File: config.mk
export PLATFORM = sky130hd
export DESIGN_NAME = mdu_hilo
export DESIGN_NICKNAME = d
export VERILOG_FILES = /design/src/rtl/mdu_pkg.sv /design/src/rtl/mdu_mul_core.sv /design/src/rtl/mdu_div_core.sv /design/src/rtl/mdu_hilo.sv
export SDC_FILE = /design/constraint.sdc
export NUM_CORES = 1
export LEC_CHECK = 0
export BUFFER_PORTS_ARGS = -buffer_cell sky130_fd_sc_hd__buf_2
export CORE_MARGIN = 1
export CORE_UTILIZATION = 55
export DETAILED_ROUTE_END_ITERATION = 10
export PLACE_DENSITY = 0.73
export SYNTH_ARGS = -nofsm -noshare
export SYNTH_HDL_FRONTEND = slang
export SYNTH_HIERARCHICAL = 1
export SYNTH_SLANG_ARGS = --single-unit
File: constraint.sdc
create_clock -name clk -period 6.1 [get_ports clk]
set_input_delay 0.915 -clock clk [delete_from_list [all_inputs] [get_ports clk]]
set_output_delay 0.915 -clock clk [all_outputs]
set_load 0.02 [all_outputs]
File: src/rtl/mdu_pkg.sv
package mdu_pkg;
  typedef enum logic {
    MDU_MUL = 1'b0,
    MDU_DIV = 1'b1
  } mdu_op_e;
endpackage

File: src/rtl/mdu_mul_core.sv
module mdu_mul_core #(
  parameter int W = 32
) (
  input  logic         clk,
  input  logic         rst,
  input  logic         load,
  input  logic         step,
  input  logic [W-1:0] a,
  input  logic [W-1:0] b,
  output logic [W-1:0] fin_hi,
  output logic [W-1:0] fin_lo
);
  localparam int PW = 2 * W;

  logic [PW-1:0] prod_q;
  logic [W-1:0]  mcand_q;
  logic          neg_q;
  logic [PW-1:0] prod_nxt;
  logic [PW-1:0] prod_fix;

  function automatic logic [W-1:0] mag(input logic [W-1:0] v);
    return v[W-1] ? (~v + 1'b1) : v;
  endfunction

  // One shift-add round: add the multiplicand to the upper half when the
  // current multiplier bit is set, then shift the whole register right.
  function automatic logic [PW-1:0] mul_step(input logic [PW-1:0] p,
                                             input logic [W-1:0] m);
    logic [W:0] sum;
    sum = {1'b0, p[PW-1:W]} + (p[0] ? {1'b0, m} : '0);
    return {sum, p[W-1:1]};
  endfunction

  assign prod_nxt = mul_step(prod_q, mcand_q);
  assign prod_fix = neg_q ? (~prod_nxt + 1'b1) : prod_nxt;
  assign fin_hi   = prod_fix[PW-1:W];
  assign fin_lo   = prod_fix[W-1:0];

  always_ff @(posedge clk) begin
    if (rst) begin
      prod_q  <= '0;
      mcand_q <= '0;
      neg_q   <= 1'b0;
    end else if (load) begin
      prod_q  <= {{W{1'b0}}, mag(b)};
      mcand_q <= mag(a);
      neg_q   <= a[W-1] ^ b[W-1];
    end else if (step) begin
      prod_q  <= prod_nxt;
    end
  end
endmodule

File: src/rtl/mdu_div_core.sv
module mdu_div_core #(
  parameter int W = 32
) (
  input  logic         clk,
  input  logic         rst,
  input  logic         load,
  input  logic         step,
  input  logic [W-1:0] a,
  input  logic [W-1:0] b,
  output logic [W-1:0] fin_hi,
  output logic [W-1:0] fin_lo,
  output logic         zero_div
);
  logic [W-1:0] rem_q, quo_q, dsor_q, dvnd_q;
  logic         negq_q, negr_q, zero_q;
  logic [W-1:0] rem_nxt, quo_nxt;

  function automatic logic [W-1:0] mag(input logic [W-1:0] v);
    return v[W-1] ? (~v + 1'b1) : v;
  endfunction

  // One restoring round: bring in the next dividend bit, subtract the
  // divisor when it fits, record the outcome as a quotient bit.
  function automatic logic [2*W-1:0] div_step(input logic [W-1:0] r,
                                              input logic [W-1:0] q,
                                              input logic [W-1:0] d);
    logic [W:0] sh;
    logic       fits;
    sh   = {r, q[W-1]};
    fits = sh >= {1'b0, d};
    if (fits) sh = sh - {1'b0, d};
    return {sh[W-1:0], q[W-2:0], fits};
  endfunction

  assign {rem_nxt, quo_nxt} = div_step(rem_q, quo_q, dsor_q);
  assign fin_lo   = zero_q ? '1 : (negq_q ? (~quo_nxt + 1'b1) : quo_nxt);
  assign fin_hi   = zero_q ? dvnd_q : (negr_q ? (~rem_nxt + 1'b1) : rem_nxt);
  assign zero_div = zero_q;

  always_ff @(posedge clk) begin
    if (rst) begin
      rem_q  <= '0;
      quo_q  <= '0;
      dsor_q <= '0;
      dvnd_q <= '0;
      negq_q <= 1'b0;
      negr_q <= 1'b0;
      zero_q <= 1'b0;
    end else if (load) begin
      rem_q  <= '0;
      quo_q  <= mag(a);
      dsor_q <= mag(b);
      dvnd_q <= a;
      negq_q <= a[W-1] ^ b[W-1];
      negr_q <= a[W-1];
      zero_q <= (b == '0);
    end else if (step) begin
      rem_q  <= rem_nxt;
      quo_q  <= quo_nxt;
    end
  end
endmodule

File: src/rtl/mdu_hilo.sv
module mdu_hilo
  import mdu_pkg::*;
#(
  parameter int W = 32
) (
  input  logic         clk,
  input  logic         rst,
  input  logic         start,
  input  logic         op,
  input  logic [W-1:0] opa,
  input  logic [W-1:0] opb,
  output logic         busy,
  output logic [W-1:0] hi_out,
  output logic [W-1:0] lo_out,
  output logic         div_by_zero
);
  localparam int CW = $clog2(W + 1);

  logic          busy_q;
  logic [CW-1:0] cnt_q;
  mdu_op_e       op_q;
  logic [W-1:0]  hi_q, lo_q;
  logic          dbz_q;

  // named internal events
  logic          accept;
  logic          last_step;
  logic [W-1:0]  mul_hi, mul_lo, div_hi, div_lo;
  logic          div_zero;

  assign accept    = start && !busy_q;
  assign last_step = busy_q && (cnt_q == CW'(1));

  mdu_mul_core #(.W(W)) u_mul (
    .clk(clk), .rst(rst), .load(accept), .step(busy_q),
    .a(opa), .b(opb), .fin_hi(mul_hi), .fin_lo(mul_lo)
  );

  mdu_div_core #(.W(W)) u_div (
    .clk(clk), .rst(rst), .load(accept), .step(busy_q),
    .a(opa), .b(opb), .fin_hi(div_hi), .fin_lo(div_lo), .zero_div(div_zero)
  );

  always_ff @(posedge clk) begin
    if (rst) begin
      busy_q <= 1'b0;
      cnt_q  <= '0;
      op_q   <= MDU_MUL;
      hi_q   <= '0;
      lo_q   <= '0;
      dbz_q  <= 1'b0;
    end else begin
      dbz_q <= 1'b0;
      if (accept) begin
        busy_q <= 1'b1;
        cnt_q  <= CW'(W);
        op_q   <= mdu_op_e'(op);
      end else if (busy_q) begin
        cnt_q <= cnt_q - 1'b1;
        if (last_step) begin
          busy_q <= 1'b0;
          if (op_q == MDU_DIV) begin
            hi_q  <= div_hi;
            lo_q  <= div_lo;
            dbz_q <= div_zero;
          end else begin
            hi_q <= mul_hi;
            lo_q <= mul_lo;
          end
        end
      end
    end
  end

  assign busy        = busy_q;
  assign hi_out      = hi_q;
  assign lo_out      = lo_q;
  assign div_by_zero = dbz_q;


  accept_busy_chk: assert property (@(posedge clk) disable iff (rst)
    accept |=> busy_q);


  busy_cnt_chk: assert property (@(posedge clk) disable iff (rst)
    busy_q && !last_step |=> busy_q && (cnt_q == $past(cnt_q) - 1'b1));


  hold_regs_chk: assert property (@(posedge clk) disable iff (rst)
    busy_q && !last_step |=> $stable(hi_q) && $stable(lo_q));


  ignore_start_chk: assert property (@(posedge clk) disable iff (rst)
    start && busy_q && !last_step |=> $stable(op_q));


  dbz_pulse_chk: assert property (@(posedge clk) disable iff (rst)
    dbz_q |-> $fell(busy_q) && (op_q == MDU_DIV));
endmodule

; Word-level counts from Yosys, hierarchy flattened
; Index checks and enable logic that the tools add are counted.
[classes]
n_mux = 20
bitwise = 10
n_lt_le_gt_ge = 1
add_sub_neg = 8
reduce_logical = 8
eq_ne = 1
[op_table]
columns = cell, count
row1 = $mux 32, 14
row2 = $add 32x1->32 const B, 4
row3 = $not 32->32, 4
row4 = $add 64x1->64 const B, 1
row5 = $mux 64, 1
row6 = $not 64->64, 1
row7 = $add 32x32->33, 1
row8 = $ge 33x32->1, 1
row9 = $logic_not 32->1, 1
row10 = $sub 32x32->32, 1
row11 = $mux 6, 2
row12 = $eq 6x1->1 const B, 1
row13 = $sub 6x1->6 const B, 1
row14 = $reduce_or 5->1, 1
row15 = $not 1->1, 4
row16 = $mux 1, 3
row17 = $reduce_and 3->1, 1
row18 = $logic_and 1x1->1, 2
row19 = $reduce_bool 2->1, 1
row20 = $reduce_or 2->1, 1
row21 = $logic_not 1->1, 1
row22 = $xor 1x1->1, 1
[word_totals]
in_bits = 68
out_inout_bits = 66
word_cells = 65
ff_bits = 300

; Longest topological paths before layout
; Gate-level depths: netlist of run 1.
[depth]
depth_word = 7
ltp_mapped = 24
mapped_depth_nobuf = 21

; By module
; Netlist of run 1, hierarchy kept.
[modules_own_cells]
columns = module, cells_per_inst, seq_area_each_um2, instances, area_each_um2
row1 = mdu_div_core, 1421, 2602.5, 1, 10751.6
row2 = mdu_mul_core, 1080, 1941.9, 1, 8373.0
row3 = mdu_hilo, 335, 1461.4, 1, 3612.2

; Worst setup path before layout of run 1
; OpenSTA, ideal clock, no wires.
[synth_timing]
path_type = flip-flop to flip-flop
from = register u_div.rem_q[9]
to = register hi_q[28], in the netlist hi_out[28]
path_slack_ns = 0.521
arrival_ns = 5.498
path_stages_with_launch = 23
setup_ns = 0.081
synth_period_minus_slack_ns = 5.579
path_buffers = 3
required_time_ns = 6.019
path_cell_list = dfxtp_1 -> ha_1 -> buf_4 -> nand2_1 -> or3_4 -> or3_4 -> a311o_1 -> nand2_1 -> buf_1 -> clkbuf_1 -> nand2_1 -> o21ai_0 -> ha_1 -> inv_1 -> nor2_1 -> nor4b_1 -> o2111ai_1 -> a222oi_1 -> a31oi_1 -> or3_1 -> a31oi_1 -> mux2i_1 -> a211oi_2
[synth_via]
elab_chain_cells = 7
elab_cells_between_ends = 8
classes_between = add/sub: 2 / order compare: 1 / mux: 4 / bitwise: 1
[synth_lines]
columns = element, line_no
row1 = "start, declared", mdu_div_core.sv:14  ; logic [W-1:0] rem_q, quo_q, dsor_q, dvnd_q;
row2 = "start signal, assigned", mdu_div_core.sv:58  ; rem_q <= rem_nxt;
row3 = $sub 32x32->32 / $ge 33x32->1 (equally long branches), "mdu_div_core.sv:31, mdu_div_core.sv:30"
row4 = $mux 32 *, mdu_div_core.sv:31  ; if (fits) sh = sh - {1'b0, d};
row5 = $not 32->32, mdu_div_core.sv:37  ; assign fin_hi = zero_q ? dvnd_q : (negr_q ? (~rem_nxt + 1'b1) : rem_nxt);
row6 = $add 32x1->32, mdu_div_core.sv:37
row7 = $mux 32 * (2 in series), mdu_div_core.sv:37
row8 = via div_hi[28], mdu_hilo.sv:28  ; logic [W-1:0] mul_hi, mul_lo, div_hi, div_lo;
row9 = $mux 32 *, mdu_hilo.sv:62  ; if (op_q == MDU_DIV) begin
row10 = "end signal, assigned", mdu_hilo.sv:63  ; hi_q <= div_hi;
row11 = "end signal, assigned", mdu_hilo.sv:67  ; hi_q <= mul_hi;
row12 = "end, declared", mdu_hilo.sv:22  ; logic [W-1:0] hi_q, lo_q;
; Mark *: on every way through the listed nets, which the timed path passes. The rest lies on a longest branch.
; A chain may end at the register's enable or synchronous reset.

; Worst setup path after layout of run 1
; Same ends and word-level chain as after synthesis.

==> reports/qor.yml, run 1 <==
logic_synthesis:
  synth_area_um2: 22700
  synthAdderAreaFrac_pct: 4.19
  syn_inst: 2836
  async_flop_share_pct: 0
  synth_top_family_by_area: "compound AO/OA/AOI/OAI gates"
  yosysWarnings: 6
  yosys.area_share.xor_xnor_pct: 10.2
  syn-num-nets: 2979
  synthSimpleGateAreaFrac_pct: 19.8
  avgSynthCellArea_um2: 8.02
  yosysSeqAreaShare_pct: 26.4
  synth_mux_area_share_pct: 7.25
  synth_cell_types: 95
  synth_top_flop_cell: "dfxtp_1"
  synth-edff-count: 0
  synth_compound_area_share_pct: 27.1
  ys_ff_latch: 300
global_route:
  grt_max_degree: 135
  grt_pass1_vias: 19700
  antenna_found_initial: 4
  grt_overflow: 0
  grt.total_usage_pct: 34.8
  grt_pass1_wl_um: 114000
run:
  drv_cap: 0
pwr:
  ir_drop_v: 0.000198
  leakage_uw: 0.00943
  finalPower_uw: 6910
  p_per_area_nw_per_um2: 280
hold_path:
  hold_path.class: "flop to flop"
placed_design:
  place_hpwl_um: 54900
  dp_slack_ns: 0.553
  place.gp.congestion: 0.998
  port_buffers: 133
floorplan:
  start_util_pct: 55.7
  dieWidth_um: 205
  num_io_pins: 134
  die_h_um: 205
  dieArea_um2: 42200
  core_um2: 40800
  core.rowCount: 74
timing:
  drv_slew: 0
  hold_violations: 0
  setup_viol: 0
  max_freq_ghz: 0.178
  fin_worst_skew_ns: 0.0234
  period_needed_ns: 5.62
  timing.slew.headroom_pct: 24.6
  worst_slack_ns: 0.481
  max_slew.worst_pin.slew_ns: 1.13
  fin_crit_sh_pct: 92.1
  tns_ns: 0
  rsz0062_at_grt: "no"
cells_and_area:
  drive_gt1_share_pct: 10.8
  fillCellCount: 3692
  syn2layout_area_growth_pct: 8.38
  diodes: 0
  nNetsFinal: 2977
clock_network:
  clkTransAtPathRegs_ns: 0.06
  post_cts_buffers: 0
  clock-sinks: 300
  root_buffer: "clkbuf_16"
  hold_buffers: 0
  cts_resized: 0
  cts_tree: "done"
  cts_buffers: 38
  clock_latency_ns: 0.58
  cts_buffer_depth: 3
  h-tree-depth: 2
routing:
  vias_per_cell: 6.56
  first_pass_iters: 11
  ant_nets: 0
  wl_per_cell_um: 22.4
  vias: 22300
  wirelength_um: 75900
  drc: 2
  drtIter0Drc: 2272
status:
  status: "finished with violations"
  violations: "design-rule violations"
worst_setup_path:
  cp.required_ns: 6.58
  worst_ep_arrival_time_ns: 6.10
  path_max_fanout: 11
  worstSetupPathType: "flop to flop"
  cp-end-kind: "flop"
  worstSetupStartpointType: "flop"
-- synth_stat cells, types with 43 or more instances --
cell type	n	area [um^2]
nor2b_1	73	457
a21oi_1	172	861
and2_1	44	275
clkbuf_1	141	529
nand3_1	45	225
a211oi_2	50	626
nand2_1	201	754
mux2i_1	158	1580
nor2_1	258	968
inv_1	72	270
ha_1	73	913
o21ai_0	144	721
xnor2_1	111	972
a211oi_1	243	1820
o31ai_1	71	533
or3_1	43	269
dfxtp_1	300	6010
xor2_1	153	1340
-- worst max-delay path: stages, from the launching register on --
cell and delay [ns]:
dfxtp_1 0.37, ha_1 0.51, nand2_1 0.13, or3_4 0.42
or3_4 0.39, a311o_1 0.37, nand2_1 0.35, mux2i_1 0.35
ha_1 0.26, inv_1 0.08, nor2_1 0.09, nor4b_1 0.41
o2111ai_1 0.26, a222oi_1 0.33, buf_4 0.21, a31oi_1 0.08
or3_1 0.37, a31oi_1 0.18, mux2i_1 0.12, a211oi_2 0.25
-- flip-flops by register name, summed over array words and instances (netlist names), 6 cells and up --
name           flops
u_div/dsor_q      32
lo_out            32
u_div/quo_q       32
hi_out            32
u_mul/prod_q      64
u_div/dvnd_q      32
u_mul/mcand_q     32
cnt_q              6
u_div/rem_q       32
-- kinds of logic (layout without fill, tap and decap cells) --
group                    count (synthesis)  count (layout)
AND/OR/NAND/NOR                        886             886
XOR/XNOR                               264             264
buffers and inverters                  273             295
adder cells (fa/ha/maj)                 75              75
AO/OA/AOI/OAI                          874             874
flip-flops                             300             300
multiplexers                           164             164
-- layout make-up --
type	count	area [um^2]	share of cell area, %
Multi-Input combinational cell	2263	15600	63.4
Sequential cell	300	6010	24.4
Clock buffer	56	1080	4.38
Timing Repair Buffer	157	880	3.57
Tap cell	532	666	2.70
Inverter	74	278	1.13
Clock inverter	8	111	0.452
-- per-layer routing --
layer  share of wire, %  vias to the layer above  track usage [%]  wire (um)
met3                8.4                      131             5.69       6350
met1                 44                    10700             49.1      33800
met5              0.020                        -                0         15
met2                 44                     1022             52.5      33100
met4                3.6                        2             13.7       2730
li1                   -                    10400                -          -
-- power by group --
part           internal (uW)  switching (uW)  leakage, uW
Sequential              2090             165      0.00246
Clock                   1310             921     0.000579
Combinational            864            1560      0.00639
Total                   4260            2650      0.00943
-- per-stage QoR --
step                      area [um^2]  std cells  utilization, %  hold WS [ns]
after global placement          23500       3326            57.4         0.460
after global routing            24600       3390            60.3         0.500
after detailed placement        23500       3326            57.4         0.469
after floorplan                 22700       2836               -         0.441
after CTS                       24600       3390            60.3         0.477
final                           24600       3390            60.3         0.476
-- worst paths after layout --
check,from,to,slack (ns),depth (start not counted)
setup / recovery,u_div/rem_q[9]$_SDFFE_PP0P_,hi_out[28]$_SDFFE_PP0P_,0.48,19
hold / removal,u_mul/prod_q[44]$_SDFFE_PP0P_,u_mul/prod_q[44]$_SDFFE_PP0P_,0.48,2
setup reg to reg,u_div/rem_q[9]$_SDFFE_PP0P_,hi_out[28]$_SDFFE_PP0P_,0.48,19
hold reg to reg,u_mul/prod_q[44]$_SDFFE_PP0P_,u_mul/prod_q[44]$_SDFFE_PP0P_,0.48,2
-- placed cells by master (no fill, tap or decap), drive strengths merged, types with 8 or more instances in the layout --
master,Yosys,routed
a211oi,293,293
a21o,34,34
a21oi,173,173
a311oi,8,8
a31oi,19,19
and2,45,45
and3,17,17
and4,8,8
buf,55,156
clkbuf,144,57
dfxtp,300,300
ha,73,73
inv,73,75
mux2i,158,158
nand2,201,201
nand2b,19,19
nand3,46,46
nand4,22,22
nor2,259,259
nor2b,73,73
nor3,39,39
nor3b,8,8
nor4,23,23
o211ai,14,14
o21a,19,19
o21ai,146,146
o31ai,72,72
o41ai,29,29
or2,13,13
or3,46,46
or4,44,44
xnor2,111,111
xor2,153,153
Power figures use the tool's default switching activity.
==> run 2, diff against run 1 <==
CORE_UTILIZATION = 60   (was 55)
PLACE_DENSITY = 0.79   (was 0.73)
==> run 2 against run 1 <==
  * The run now ends clean
  * Worst setup slack worse by 0.10 ns
  * Register-to-register slack got worse by 0.10 ns
  * Sequential share of layout area down 0.099 points
  * Routed wire length decreased by 2.0%
  * Via count grew 0.44%
  * Total power up 2.8%
  * Clock skew is 0.0047 ns higher
  * Clock power is 11% higher
  * Non-clock buffer count decreased by 1
  * Combinational power is 2% lower
  * Critical path type unchanged
  * Critical endpoint unchanged
  * Largest cell class unchanged
==> reports/qor.yml, run 2 (same netlist as run 1, synthesis figures left out) <==
status:
  status: "finished, final reports clean"
clock_network:
  cts_resized: 0
  cts_tree: "done"
  cts_buffers: 37
  cts_buffer_depth: 3
  clock-sinks: 300
  post_cts_buffers: 0
  clock_latency_ns: 0.56
  clkTransAtPathRegs_ns: 0.06
  h-tree-depth: 2
  hold_buffers: 0
  root_buffer: "clkbuf_16"
placed_design:
  place.gp.congestion: 0.969
  dp_cells: 3297
  place_hpwl_um: 54100
  port_buffers: 133
timing:
  tns_ns: 0
  rsz0062_at_grt: "no"
  drv_slew: 0
  max_freq_ghz: 0.175
  setup_viol: 0
  max_slew.worst_pin.slew_ns: 1.11
  fin_crit_sh_pct: 93.8
  fin_worst_skew_ns: 0.0281
  period_needed_ns: 5.72
  timing.slew.headroom_pct: 26.2
  hold_violations: 0
floorplan:
  core_um2: 37000
  dieArea_um2: 38700
  num_io_pins: 134
  core.rowCount: 70
  start_util_pct: 61.5
  die_h_um: 197
  dieWidth_um: 197
worst_setup_path:
  worst_ep_arrival_time_ns: 6.20
  cp_top_family: "simple AND/OR/NAND/NOR gates"
  critPathBufInv: 2
  crit_chain: "ha_1 > nand2_1 > or3_4 > or3_4 > a311o_1 > nand2_1 > mux2i_1 > ha_1 > inv_1 > nor2_1 > nor4b_1 > o2111ai_1 > a222oi_1 > buf_4 > a31oi_1 > or3_1 > a31oi_1 > mux2i_1 > a211oi_2"
  worst_path_max_delay_cell: "ha_1"
  path_max_fanout: 11
  worstSetupPathType: "flop to flop"
  cp.required_ns: 6.58
  worstSetupStartpointType: "flop"
  cp-end-kind: "flop"
  cpPeakStageDelay_ns: 0.54
pwr:
  p_per_area_nw_per_um2: 287
  ir_drop_v: 0.000174
  leakage_uw: 0.00950
global_route:
  grt_pass1_wl_um: 115000
  grt.total_usage_pct: 37.4
  grt_overflow: 0
  antenna_found_initial: 1
  grt_pass1_vias: 20100
  grt_max_degree: 166
cells_and_area:
  drive_gt1_share_pct: 11.0
  regMostFlops: "u_mul/prod_q"
  fin_cells: 3364
  layout_common_cells: "dfxtp_1, nor2_1, a211oi_1, nand2_1, a21oi_1"
  final_common_cell: "dfxtp_1"
  diodes: 0
  largest_reg_flops: 64
  nNetsFinal: 2975
  syn2layout_area_growth_pct: 8.82
routing:
  vias: 22400
  first_pass_iters: 8
  drtIter0Drc: 2430
  ant_nets: 0
  wl_per_cell_um: 22.1
  wirelength_um: 74400
  drc: 0
  vias_per_cell: 6.64
run:
  drv_cap: 0
hold_path:
  hold_path.class: "flop to flop"
-- run 2: metal layers --
metal	share of wire [%]	global-route usage [%]
met4	3.6	13.5
met2	44	57.8
met5	0	0
met3	8.2	6.31
met1	45	52.4
-- run 2: cell type report --
type	count	area (um^2)
fillers	3165	12200
well taps	504	631
clock buffers	56	1110
clock inverters	11	241
multi-input cells	2263	15600
flip-flops and latches	300	6010
repair buffers	156	860
inverters	74	278
-- run 2: worst reg2reg max path, stage by stage, from the launching register on --
cell and delay [ns]:
dfxtp_1 0.39, ha_1 0.54, nand2_1 0.12, or3_4 0.42, or3_4 0.39, a311o_1 0.37
nand2_1 0.35, mux2i_1 0.34, ha_1 0.24, inv_1 0.08, nor2_1 0.09, nor4b_1 0.42
o2111ai_1 0.29, a222oi_1 0.34, buf_4 0.21, a31oi_1 0.10, or3_1 0.38, a31oi_1 0.21
mux2i_1 0.13, a211oi_2 0.23
-- run 2: path summary, 6_finish.rpt --
kind	endpoint	startpoint	slack (ns)	cells after the start
max	hi_out[28]$_SDFFE_PP0P_	u_div/rem_q[9]$_SDFFE_PP0P_	0.38	19
min	u_mul/prod_q[44]$_SDFFE_PP0P_	u_mul/prod_q[44]$_SDFFE_PP0P_	0.47	2
max reg2reg	hi_out[28]$_SDFFE_PP0P_	u_div/rem_q[9]$_SDFFE_PP0P_	0.38	19
min reg2reg	u_mul/prod_q[44]$_SDFFE_PP0P_	u_mul/prod_q[44]$_SDFFE_PP0P_	0.47	2
-- run 2: metrics by stage --
stage	worst slack (ns)	area, um^2	power, uW	hold WS (ns)	utilization, %
5_1_grt	0.0666	24700	7380	0.503	66.9
4_1_cts	0.505	24700	7050	0.476	66.9
2_1_floorplan	0.521	22700	3920	0.441	-
6_report	0.380	24700	7110	0.473	66.9
3_3_place_gp	0.624	23400	4550	0.458	63.3
3_5_place_dp	0.536	23400	4580	0.468	63.3
-- run 2: report_power, final --
part	switching, uW	internal, uW	total, uW
clock	924	1550	2480
combinational	1510	859	2370
sequential	172	2090	2260
